<file path="src/rtl/sdram_init_pkg.sv">
package sdram_init_pkg;
  // {cs_n, ras_n, cas_n, we_n}
  localparam logic [3:0] CMD_NOP = 4'b0111;
  localparam logic [3:0] CMD_PRE = 4'b0010;
  localparam logic [3:0] CMD_REF = 4'b0001;
  localparam logic [3:0] CMD_MRS = 4'b0000;

  localparam logic [1:0] BA_MODE = 2'b00;
  localparam logic [1:0] BA_EXT  = 2'b10;

  localparam int MRD_CYC = 2;

  typedef enum logic [3:0] {
    ST_WAIT_PWR,
    ST_PRE,
    ST_WAIT_RP,
    ST_REF,
    ST_WAIT_RC,
    ST_MRS,
    ST_WAIT_MRD,
    ST_EMRS,
    ST_WAIT_EMRD,
    ST_DONE
  } init_state_e;
endpackage

</file>
<file path="src/rtl/sdram_init_timer.sv">
module sdram_init_timer #(
  parameter int CNT_W   = 8,
  parameter int RST_VAL = 0
) (
  input  logic             clk_i,
  input  logic             rst_ni,
  input  logic             load_i,
  input  logic [CNT_W-1:0] val_i,
  output logic             zero_o
);
  logic [CNT_W-1:0] cnt_q;

  always_ff @(posedge clk_i or negedge rst_ni) begin
    if (!rst_ni)             cnt_q <= CNT_W'(RST_VAL);
    else if (load_i)         cnt_q <= val_i;
    else if (cnt_q != '0)    cnt_q <= cnt_q - 1'b1;
  end

  assign zero_o = (cnt_q == '0);
endmodule

</file>
<file path="src/rtl/sdram_init_mode.sv">
module sdram_init_mode #(
  parameter int ADDR_W = 13
) (
  input  logic [2:0]        burst_len_i,
  input  logic              burst_type_i,
  input  logic [2:0]        cas_lat_i,
  input  logic              wr_single_i,
  input  logic [2:0]        pasr_i,
  input  logic [1:0]        drv_str_i,
  output logic [ADDR_W-1:0] mrs_word_o,
  output logic [ADDR_W-1:0] emrs_word_o
);
  always_comb begin
    mrs_word_o      = '0;
    mrs_word_o[2:0] = burst_len_i;
    mrs_word_o[3]   = burst_type_i;
    mrs_word_o[6:4] = cas_lat_i;
    mrs_word_o[9]   = wr_single_i;

    emrs_word_o      = '0;
    emrs_word_o[2:0] = pasr_i;
    emrs_word_o[6:5] = drv_str_i;
  end
endmodule

</file>
<file path="src/rtl/sdram_init_seq.sv">
module sdram_init_seq
  import sdram_init_pkg::*;
#(
  parameter int ADDR_W    = 13,
  parameter int PWRUP_CYC = 25000,
  parameter int RP_CYC    = 3,
  parameter int RC_CYC    = 9,
  parameter int N_REF     = 2
) (
  input  logic              clk_i,
  input  logic              rst_ni,
  input  logic [2:0]        burst_len_i,
  input  logic              burst_type_i,
  input  logic [2:0]        cas_lat_i,
  input  logic              wr_single_i,
  input  logic [2:0]        pasr_i,
  input  logic [1:0]        drv_str_i,
  output logic              cke_o,
  output logic              cs_n_o,
  output logic              ras_n_o,
  output logic              cas_n_o,
  output logic              we_n_o,
  output logic [1:0]        ba_o,
  output logic [ADDR_W-1:0] addr_o,
  output logic              init_done_o
);
  localparam int W_A      = (PWRUP_CYC - 1 > RC_CYC - 2) ? PWRUP_CYC - 1 : RC_CYC - 2;
  localparam int MAX_WAIT = (W_A > RP_CYC - 2) ? W_A : RP_CYC - 2;
  localparam int CNT_W    = (MAX_WAIT < 1) ? 1 : $clog2(MAX_WAIT + 1);
  localparam int REF_W    = $clog2(N_REF + 1);

  init_state_e       state_q, state_d;
  logic              tmr_load, tmr_zero;
  logic [CNT_W-1:0]  tmr_val;
  logic [REF_W-1:0]  ref_cnt_q;
  logic              ref_inc;
  logic [ADDR_W-1:0] mrs_word, emrs_word;
  logic [3:0]        cmd;

  sdram_init_timer #(.CNT_W(CNT_W), .RST_VAL(PWRUP_CYC - 1)) u_timer (
    .clk_i  (clk_i),
    .rst_ni (rst_ni),
    .load_i (tmr_load),
    .val_i  (tmr_val),
    .zero_o (tmr_zero)
  );

  sdram_init_mode #(.ADDR_W(ADDR_W)) u_mode (
    .burst_len_i  (burst_len_i),
    .burst_type_i (burst_type_i),
    .cas_lat_i    (cas_lat_i),
    .wr_single_i  (wr_single_i),
    .pasr_i       (pasr_i),
    .drv_str_i    (drv_str_i),
    .mrs_word_o   (mrs_word),
    .emrs_word_o  (emrs_word)
  );

  // wait states last (N-1) cycles so the next command lands N cycles after the last
  always_comb begin
    state_d  = state_q;
    tmr_load = 1'b0;
    tmr_val  = '0;
    ref_inc  = 1'b0;
    unique case (state_q)
      ST_WAIT_PWR:  if (tmr_zero) state_d = ST_PRE;
      ST_PRE: begin
        state_d  = ST_WAIT_RP;
        tmr_load = 1'b1;
        tmr_val  = CNT_W'(RP_CYC - 2);
      end
      ST_WAIT_RP:   if (tmr_zero) state_d = ST_REF;
      ST_REF: begin
        state_d  = ST_WAIT_RC;
        tmr_load = 1'b1;
        tmr_val  = CNT_W'(RC_CYC - 2);
        ref_inc  = 1'b1;
      end
      ST_WAIT_RC:
        if (tmr_zero) state_d = (ref_cnt_q == REF_W'(N_REF)) ? ST_MRS : ST_REF;
      ST_MRS: begin
        state_d  = ST_WAIT_MRD;
        tmr_load = 1'b1;
        tmr_val  = CNT_W'(MRD_CYC - 2);
      end
      ST_WAIT_MRD:  if (tmr_zero) state_d = ST_EMRS;
      ST_EMRS: begin
        state_d  = ST_WAIT_EMRD;
        tmr_load = 1'b1;
        tmr_val  = CNT_W'(MRD_CYC - 2);
      end
      ST_WAIT_EMRD: if (tmr_zero) state_d = ST_DONE;
      ST_DONE:      state_d = ST_DONE;
      default:      state_d = ST_WAIT_PWR;
    endcase
  end

  always_ff @(posedge clk_i or negedge rst_ni) begin
    if (!rst_ni) begin
      state_q   <= ST_WAIT_PWR;
      ref_cnt_q <= '0;
    end else begin
      state_q <= state_d;
      if (ref_inc) ref_cnt_q <= ref_cnt_q + 1'b1;
    end
  end

  always_comb begin
    cmd    = CMD_NOP;
    ba_o   = BA_MODE;
    addr_o = '0;
    unique case (state_q)
      ST_PRE: begin
        cmd        = CMD_PRE;
        addr_o[10] = 1'b1;
      end
      ST_REF:  cmd = CMD_REF;
      ST_MRS: begin
        cmd    = CMD_MRS;
        addr_o = mrs_word;
      end
      ST_EMRS: begin
        cmd    = CMD_MRS;
        ba_o   = BA_EXT;
        addr_o = emrs_word;
      end
      default: cmd = CMD_NOP;
    endcase
  end

  assign {cs_n_o, ras_n_o, cas_n_o, we_n_o} = cmd;
  assign cke_o       = 1'b1;
  assign init_done_o = (state_q == ST_DONE);
endmodule

</file>
<file path="config.mk">
export PLATFORM = sky130hd
export DESIGN_NAME = sdram_init_seq
export DESIGN_NICKNAME = d
export VERILOG_FILES = /design/src/rtl/sdram_init_pkg.sv /design/src/rtl/sdram_init_timer.sv /design/src/rtl/sdram_init_mode.sv /design/src/rtl/sdram_init_seq.sv
export SDC_FILE = /design/constraint.sdc
export NUM_CORES = 1
export LEC_CHECK = 0
export BUFFER_PORTS_ARGS = -buffer_cell sky130_fd_sc_hd__buf_2
export CAP_MARGIN = 0
export CORE_MARGIN = 2
export CORE_UTILIZATION = 54
export CTS_BUF_LIST = sky130_fd_sc_hd__clkbuf_4
export DETAILED_ROUTE_END_ITERATION = 7
export GPL_ROUTABILITY_DRIVEN = 0
export PLACE_DENSITY = 0.79
export SLEW_MARGIN = 30
export SYNTH_ARGS = -nofsm -noshare
export SYNTH_HDL_FRONTEND = slang
export SYNTH_SLANG_ARGS = --single-unit
</file>
<file path="constraint.sdc">
create_clock -name clk_i -period 2.45 [get_ports clk_i]
set_clock_uncertainty 0.2 [all_clocks]
set_input_delay 0.6125 -clock clk_i [delete_from_list [all_inputs] [get_ports clk_i]]
set_output_delay 0.6125 -clock clk_i [all_outputs]
set_load 0.005 [all_outputs]
</file>
==> results of run 1 <==
[synth_stat cells (2+ instances only)]
master	count
dfrtp_1	13
nor2_1	11
nand2_1	10
nor3_1	9
a21oi_1	8
buf_4	8
dfstp_2	8
inv_1	8
mux2i_1	8
o21ai_0	8
or3_1	4
clkbuf_1	3
nand2b_1	3
nand3_1	3
nor3b_1	3
nor4_1	3
o31ai_1	3
a211oi_2	2
a31oi_1	2
and3_1	2
buf_2	2
buf_6	2
conb_1	2
ha_1	2
nand4_1	2
[cell type report]
type,count,area (sq um)
Fill cell,201,910
Multi-Input combinational cell,112,737
Sequential cell,21,539
Timing Repair Buffer,32,174
Tap cell,30,37.5
Inverter,8,30.0
Clock buffer,3,22.5
Clock inverter,1,5.00
[state kept, by name, indices dropped and copies added, names as in the netlist]
register and flops:
ref_cnt_q 2, u_timer.cnt_q 15, state_q 4
[critical path, cell delays in order, from the launching register on]
cell and delay (ns):
dfrtp_2 0.46, and2b_1 0.25, nand2_2 0.14, nor3b_1 0.27
buf_2 0.16
[worst min path at each step]
stage	endpoint	cells past startpoint
5_1_grt	u_timer.cnt_q[6]$_DFFE_PN0P_	1
3_5_place_dp	u_timer.cnt_q[14]$_DFFE_PN1P_	2
4_1_cts	u_timer.cnt_q[9]$_DFFE_PN0P_	1
3_3_place_gp	ref_cnt_q[1]$_DFFE_PN0P_	2
2_1_floorplan	ref_cnt_q[0]$_DFFE_PN0P_	0
6_report	u_timer.cnt_q[12]$_DFFE_PN0P_	1
[routing by layer]
layer / up-vias / GRT usage (%) / part of all wire, %
met5: - / 0 / 0
met4: 0 / 3.75 / 0.44
met3: 2 / 6.01 / 4.1
met2: 29 / 36.3 / 52
met1: 547 / 26.2 / 43
li1: 578 / - / -
[logic make-up after synthesis]
logic type | count (synthesis) | synth area share (%)
simple gates | 62 | 26.6
compound gates | 31 | 15.0
buf+inv | 23 | 9.70
flops | 21 | 38.8
mux | 8 | 5.80
fa+ha+maj | 2 | 1.81
other cells | 2 | 0.544
xor+xnor | 2 | 1.81
[report_power, final]
part           internal [mW]  switching [mW]
combinational         0.0100          0.0127
sequential             0.347               0
clock                 0.0609           0.106
total                  0.418           0.119
[timing repair]
item	in CTS	in global routing
endpoints found under the setup margin	0	7
setup buffers	0	2
resized for setup	0	6
==> results.toml, run 1 <==
[floorplanning]
io_pins = 36
fp.dieH_microns = 54.6
start_util_pct = 56.2
core_sq_um = 2450
design.die.area_sq_um = 2980
rows = 18
die_x_microns = 54.6

[synthesis]
synth_seq_area_share_pct = 38.8
async_reset_ff_share_pct = 100
synth.ff_latch_count = 21
yosysUniqueCellTypes = 47
syn-cell-area_sq_um = 1380
ys_warn_count = 0
synth_area_leaders = "dfrtp_1 (24%), dfstp_2 (15%), mux2i_1 (5.8%)"
synth_area_leader_cell = "dfrtp_1"
synth_top_flop_cell = "dfrtp_1"
syn_avg_cell_area_sq_um = 9.14
yosysTopAreaCellShare_pct = 23.6
synth_cells = 151
synth_edf_count = 0

[clock_tree]
cts_tree = "built"
cts_root_buf = "clkbuf_4"
cts_hold_repair.buffers = 0
cts_buffers = 3
clkTransAtPathRegs_ns = 0.12
cts_sinks = 21
clk_latency_ns = 0.30
cts.htree.levels = 1
cts_buffer_depth = 2

[placement]
place_inst = 201
dpl_cell_area_sq_um = 1490
place_hpwl_microns = 2110
dp_slack_ns = 0.342
portBuffers = 28

[critical_path]
start_kind = "flip-flop"
reg2reg_to = "u_timer.cnt_q[4]$_DFFE_PN0P_"
cp_max_fo = 9
startpoint = "state_q[3]$_DFFE_PN0P_"
worstPathArrival_ns = 1.58
required_ns = 1.64
ff2ff_setup_slack_ns = 0.29
r2r_start = "u_timer.cnt_q[0]$_DFFE_PN1P_"
reg2reg_depth = 6
setup.worst_path.end = "addr_o[4]"
worst_setup_path_end_kind = "primary output"
critPathKind = "flip-flop to primary output"

[worst_hold_path]
min-delay-path-class = "primary input to async pin"

[sta]
tns_ns = 0
setup_viol = 0
min_period_ns = 2.39
final-hold-violation-count = 0
setup_ws_ns = 0.0576
fmax_ghz = 0.418
drv_slew = 0
rsz0062_at_grt = "false"
whs_ns = 0.0448
finalCritPeriodShare_pct = 97.6

[status]
status = "complete, no violations"

[finish]
fin_area_sq_um = 1550
mostFrequentLayoutCells = "buf_2 (28), nor2_1 (11), dfrtp_1 (10)"
syn_to_final_growth_pct = 12.0
insertedDiodeCount = 0
fin_cells = 207
layout_commonest_cell = "buf_2"
fin_nets = 195
finish.utilization_pct = 62.9
drive_above_1_share_pct = 33.3

[power_and_ir_drop]
leakage_nw = 0.734
power.total_uw = 537
p_per_area_nw_per_um2 = 347
vdd_drop_max_v = 0.000355

[grt]
grt_pass1_wl_microns = 4460
antenna_found_initial = 0
grt_pass1_vias = 993
grt_overflow = 0
grt_max_degree = 22
grt_usage_pct = 21.0

[routing]
num_vias = 1156
wl_per_cell_microns = 14.3
drc_errors = 0
drt_iter0_drc = 22
wl_microns = 2970
vias_per_cell = 5.58
drt_pass1_iterations = 4
drtAntennaViolNets = 0

[job]
cap_viol_max_count = 0
(Power assumes the default switching activity.)
==> run 2, diff against run 1 <==
--- a/config.mk
+++ b/config.mk
@@ -5,14 +5,14 @@
 export SDC_FILE = /design/constraint.sdc
 export NUM_CORES = 1
 export LEC_CHECK = 0
-export BUFFER_PORTS_ARGS = -buffer_cell sky130_fd_sc_hd__buf_2
 export CAP_MARGIN = 0
 export CORE_MARGIN = 2
-export CORE_UTILIZATION = 54
+export CORE_UTILIZATION = 55
 export CTS_BUF_LIST = sky130_fd_sc_hd__clkbuf_4
 export DETAILED_ROUTE_END_ITERATION = 7
+export DONT_BUFFER_PORTS = 1
 export GPL_ROUTABILITY_DRIVEN = 0
-export PLACE_DENSITY = 0.79
+export PLACE_DENSITY = 0.68
 export SLEW_MARGIN = 30
 export SYNTH_ARGS = -nofsm -noshare
 export SYNTH_HDL_FRONTEND = slang
==> results.toml, run 2 (synthesis results as in run 1) <==
[critical_path]
required_ns = 1.64
reg2reg_depth = 6
reg2reg_to = "u_timer.cnt_q[4]$_DFFE_PN0P_"
worst_setup_path_end_kind = "primary output"
start_kind = "flip-flop"
critPathKind = "flip-flop to primary output"
worstPathArrival_ns = 1.49
r2r_start = "u_timer.cnt_q[0]$_DFFE_PN1P_"
cp_max_fo = 9
ff2ff_setup_slack_ns = 0.28

[sta]
rsz0062_at_grt = "true"
tns_ns = 0
drv_slew = 0
finalCritPeriodShare_pct = 93.8
worstMarginPinSlew_ns = 0.593
fmax_ghz = 0.435
max-slew-margin-rel_pct = 60.5
final-hold-violation-count = 0
whs_ns = 0.0449
min_period_ns = 2.30
setup_ws_ns = 0.151
setup_viol = 0

[power_and_ir_drop]
p_per_area_nw_per_um2 = 390
leakage_nw = 0.607
power.total_uw = 539
vdd_drop_max_v = 0.000298

[clock_tree]
cts_tree = "built"
clk_latency_ns = 0.30
cts_buffer_depth = 2
clkTransAtPathRegs_ns = 0.12
cts_setup_buffers = 0
cts_sinks = 21
cts_buffers = 3
cts_root_buf = "clkbuf_4"
post_cts_resize_count = 0
cts.htree.levels = 1

[grt]
grt_overflow = 0
grt_pass1_wl_microns = 4310
grt_max_degree = 22
grt_pass1_vias = 949
grt_usage_pct = 20.3
antenna_found_initial = 0

[finish]
largest_register = "u_timer.cnt_q"
layout_commonest_cell = "dfrtp_1"
top_regs = "u_timer.cnt_q: 15 flops, state_q: 4 flops, ref_cnt_q: 2 flops"
mostFrequentLayoutCells = "dfrtp_1 (13), nor2_1 (11), nand2_1 (10)"
drive_above_1_share_pct = 16.9
fin_cells = 178
fin_nets = 166
fin_area_sq_um = 1380
syn_to_final_growth_pct = 0.182
insertedDiodeCount = 0
finish.utilization_pct = 56.8
largest_register_ffs = 15
fill_cells = 208

[floorplanning]
design.die.area_sq_um = 2930
rows = 18
io_pins = 36
die_x_microns = 54.1
core_sq_um = 2430
fp.dieH_microns = 54.1
start_util_pct = 56.7

[placement]
portBuffers = 0
place_hpwl_microns = 1960
place_inst = 173
dp_slack_ns = 0.341
dpl_cell_area_sq_um = 1350

[routing]
wl_per_cell_microns = 14.9
drt_pass1_iterations = 4
num_vias = 1043
drtAntennaViolNets = 0
vias_per_cell = 5.86
drc_errors = 0
drt_iter0_drc = 24
wl_microns = 2660

[worst_hold_path]
min-delay-path-class = "primary input to async pin"

[job]
cap_viol_max_count = 0

[status]
status = "complete, no violations"
==> run 2: cell types whose count changed in the layout (fill, tap and decap cells not counted), sizes merged <==
| cell | previous run | this run |
|---|---|---|
| clkbuf | 3 | 4 |
| clkinv | 1 | 0 |
| buf | 32 | 3 |
==> run 2: worst max-delay path, cell delays in order, from the launching register on <==
cell	delay [ns]
dfrtp_1	0.45
and2b_1	0.23
nand2_1	0.18
nor3b_1	0.33
==> run 2: what timing repair did <==
item / in CTS / in global routing
hold buffers: 1 / 0
hold endpoints to repair: 21 / 0
endpoints found under the setup margin: 0 / 1
==> run 2: per-layer routing <==
layer / vias to the layer above / track usage (%) / wire, microns
met3: 2 / 2.50 / 76
met4: 0 / 6.25 / 16
met1: 506 / 28.4 / 1210
li1: 523 / - / -
met5: - / 0 / 0
met2: 12 / 32.7 / 1350
==> run 2: worst max path at each step <==
stage	depth (start not counted)	endpoint	start
after global routing	3	addr_o[4]	state_q[3]$_DFFE_PN0P_
final	3	addr_o[9]	state_q[3]$_DFFE_PN0P_
after CTS	3	addr_o[9]	state_q[3]$_DFFE_PN0P_
after detailed placement	6	u_timer.cnt_q[4]$_DFFE_PN0P_	u_timer.cnt_q[0]$_DFFE_PN1P_
after global placement	6	u_timer.cnt_q[6]$_DFFE_PN0P_	u_timer.cnt_q[0]$_DFFE_PN1P_
after floorplan	4	addr_o[0]	state_q[1]$_DFFE_PN0P_
==> run 2: final cells by class <==
type	instances	area, sq um	area share, %
multi-input combinational	112	729	52.8
sequential	21	536	38.7
tap	30	37.5	2.71
clock buffer	4	30.0	2.17
inverter	8	30.0	2.17
timing repair buffer	3	20.0	1.45
==> run 2: where the power goes <==
| part | total [mW] | internal [mW] | switching [mW] |
|---|---|---|---|
| combinational | 0.0130 | 0.00292 | 0.0100 |
| sequential | 0.347 | 0.347 | 0 |
| clock | 0.179 | 0.0745 | 0.105 |
==> run 3, diff against run 2 <==
--- a/config.mk
+++ b/config.mk
@@ -13,6 +13,7 @@
 export DONT_BUFFER_PORTS = 1
 export GPL_ROUTABILITY_DRIVEN = 0
 export PLACE_DENSITY = 0.68
+export REMOVE_ABC_BUFFERS = 1
 export SLEW_MARGIN = 30
 export SYNTH_ARGS = -nofsm -noshare
 export SYNTH_HDL_FRONTEND = slang
==> results.toml, run 3 (synthesis results as in run 1) <==
[status]
status = "complete, no violations"

[grt]
grt_usage_pct = 21.0
grt_pass1_wl_microns = 4380
antenna_found_initial = 0
grt_overflow = 0
grt_pass1_vias = 954
grt_max_degree = 22

[floorplanning]
design.die.area_sq_um = 2930
rows = 18
core_sq_um = 2430
io_pins = 36
die_x_microns = 54.1
fp.dieH_microns = 54.1
start_util_pct = 56.7

[sta]
drv_slew = 0
rsz0062_at_grt = "true"
setup_viol = 0
fmax_ghz = 0.434
tns_ns = 0
min_period_ns = 2.31
final-hold-violation-count = 0
finalCritPeriodShare_pct = 94.1
worstMarginPinSlew_ns = 0.605
max-slew-margin-rel_pct = 59.7

[clock_tree]
cts.htree.levels = 1
cts_buffer_depth = 2
clk_latency_ns = 0.30
cts_sinks = 21
clkTransAtPathRegs_ns = 0.12
cts_setup_buffers = 0
cts_tree = "built"
cts_buffers = 3
cts_root_buf = "clkbuf_4"

[placement]
portBuffers = 0
place_inst = 173
place_hpwl_microns = 1930

[finish]
fin_nets = 166
syn_to_final_growth_pct = 0.453
largest_register_ffs = 15
fin_cells = 178
top_regs = "u_timer.cnt_q: 15 flops, state_q: 4 flops, ref_cnt_q: 2 flops"
largest_register = "u_timer.cnt_q"
insertedDiodeCount = 0
mostFrequentLayoutCells = "dfrtp_1 (12), nor2_1 (11), nand2_1 (10)"
drive_above_1_share_pct = 18.2
layout_commonest_cell = "dfrtp_1"

[critical_path]
startpoint = "state_q[3]$_DFFE_PN0P_"
start_kind = "flip-flop"
reg2reg_depth = 6
required_ns = 1.64
r2r_start = "u_timer.cnt_q[0]$_DFFE_PN1P_"
cp_max_fo = 9
critPathKind = "flip-flop to primary output"
worst_setup_path_end_kind = "primary output"
reg2reg_to = "u_timer.cnt_q[4]$_DFFE_PN0P_"
ff2ff_setup_slack_ns = 0.32
worstPathArrival_ns = 1.49

[routing]
drc_errors = 0
num_vias = 1043
drtAntennaViolNets = 0
drt_pass1_iterations = 4
vias_per_cell = 5.86
wl_per_cell_microns = 14.8
drt_iter0_drc = 19
wl_microns = 2640

[power_and_ir_drop]
vdd_drop_max_v = 0.000351
leakage_nw = 0.607
p_per_area_nw_per_um2 = 380

[job]
cap_viol_max_count = 0

[worst_hold_path]
min-delay-path-class = "primary input to async pin"
[run 3: cell count changes in the layout (fill, tap and decap cells not counted)]
cell      before  now
nor3b_2        1    2
dfrtp_1       13   12
clkbuf_4       4    3
dfrtp_2        0    1
clkinv_2       0    1
nor3b_1        3    2
[run 3: final cells by class]
class                      count  area, sq um
fill                         223         1050
multi-input combinational    112          734
sequential                    21          537
tap                           30         37.5
inverter                       8         30.0
clock buffer                   3         22.5
timing repair buffer           3         20.0
clock inverter                 1         5.00
[run 3: per-layer routing]
layer / share of wire [%] / track usage, % / routed length, microns
met1: 46 / 29.0 / 1220
met2: 50 / 32.3 / 1320
met3: 3.1 / 3.89 / 82
met4: 0.61 / 8.75 / 16
met5: 0 / 0 / 0
[run 3: worst max-delay path, stage by stage (launching register included)]
cell	delay, ns
dfrtp_1	0.46
and2b_1	0.23
nand2_1	0.19
nor3b_1	0.32
[run 3: timing repair]
| item | 4_1_cts | 5_1_grt |
|---|---|---|
| hold buffers | 1 | 0 |
| endpoints found under the hold margin | 21 | 0 |
| gates resized for setup | 0 | 2 |
| endpoints found under the setup margin | 0 | 1 |
[run 3: worst max-delay path by stage]
stage	to	slack [ns]
2_1_floorplan	addr_o[3]	0.27
6_report	addr_o[4]	0.14
3_3_place_gp	u_timer.cnt_q[6]$_DFFE_PN0P_	0.41
5_1_grt	addr_o[3]	-0.009
3_5_place_dp	u_timer.cnt_q[4]$_DFFE_PN0P_	0.34
4_1_cts	addr_o[10]	0.13
[run 3: where the power goes]
group          switching [mW]  internal [mW]  leakage [nW]  total [mW]
clock                   0.105         0.0608        0.0177       0.166
combinational         0.00994        0.00299         0.341      0.0129
sequential                  0          0.347         0.248       0.347
[run 3: stage by stage]
stage	hold WS (ns)	utilization, %	worst slack (ns)	power [mW]	instance area [sq um]
after floorplan	0.117	-	0.270	0.359	1290
after global placement	0.118	55.4	0.415	0.359	1350
after detailed placement	0.117	55.4	0.345	0.359	1350
after CTS	0.304	56.9	0.126	0.537	1390
after global routing	0.0613	57.0	-0.00907	0.554	1390
final	0.0355	57.0	0.143	0.526	1390
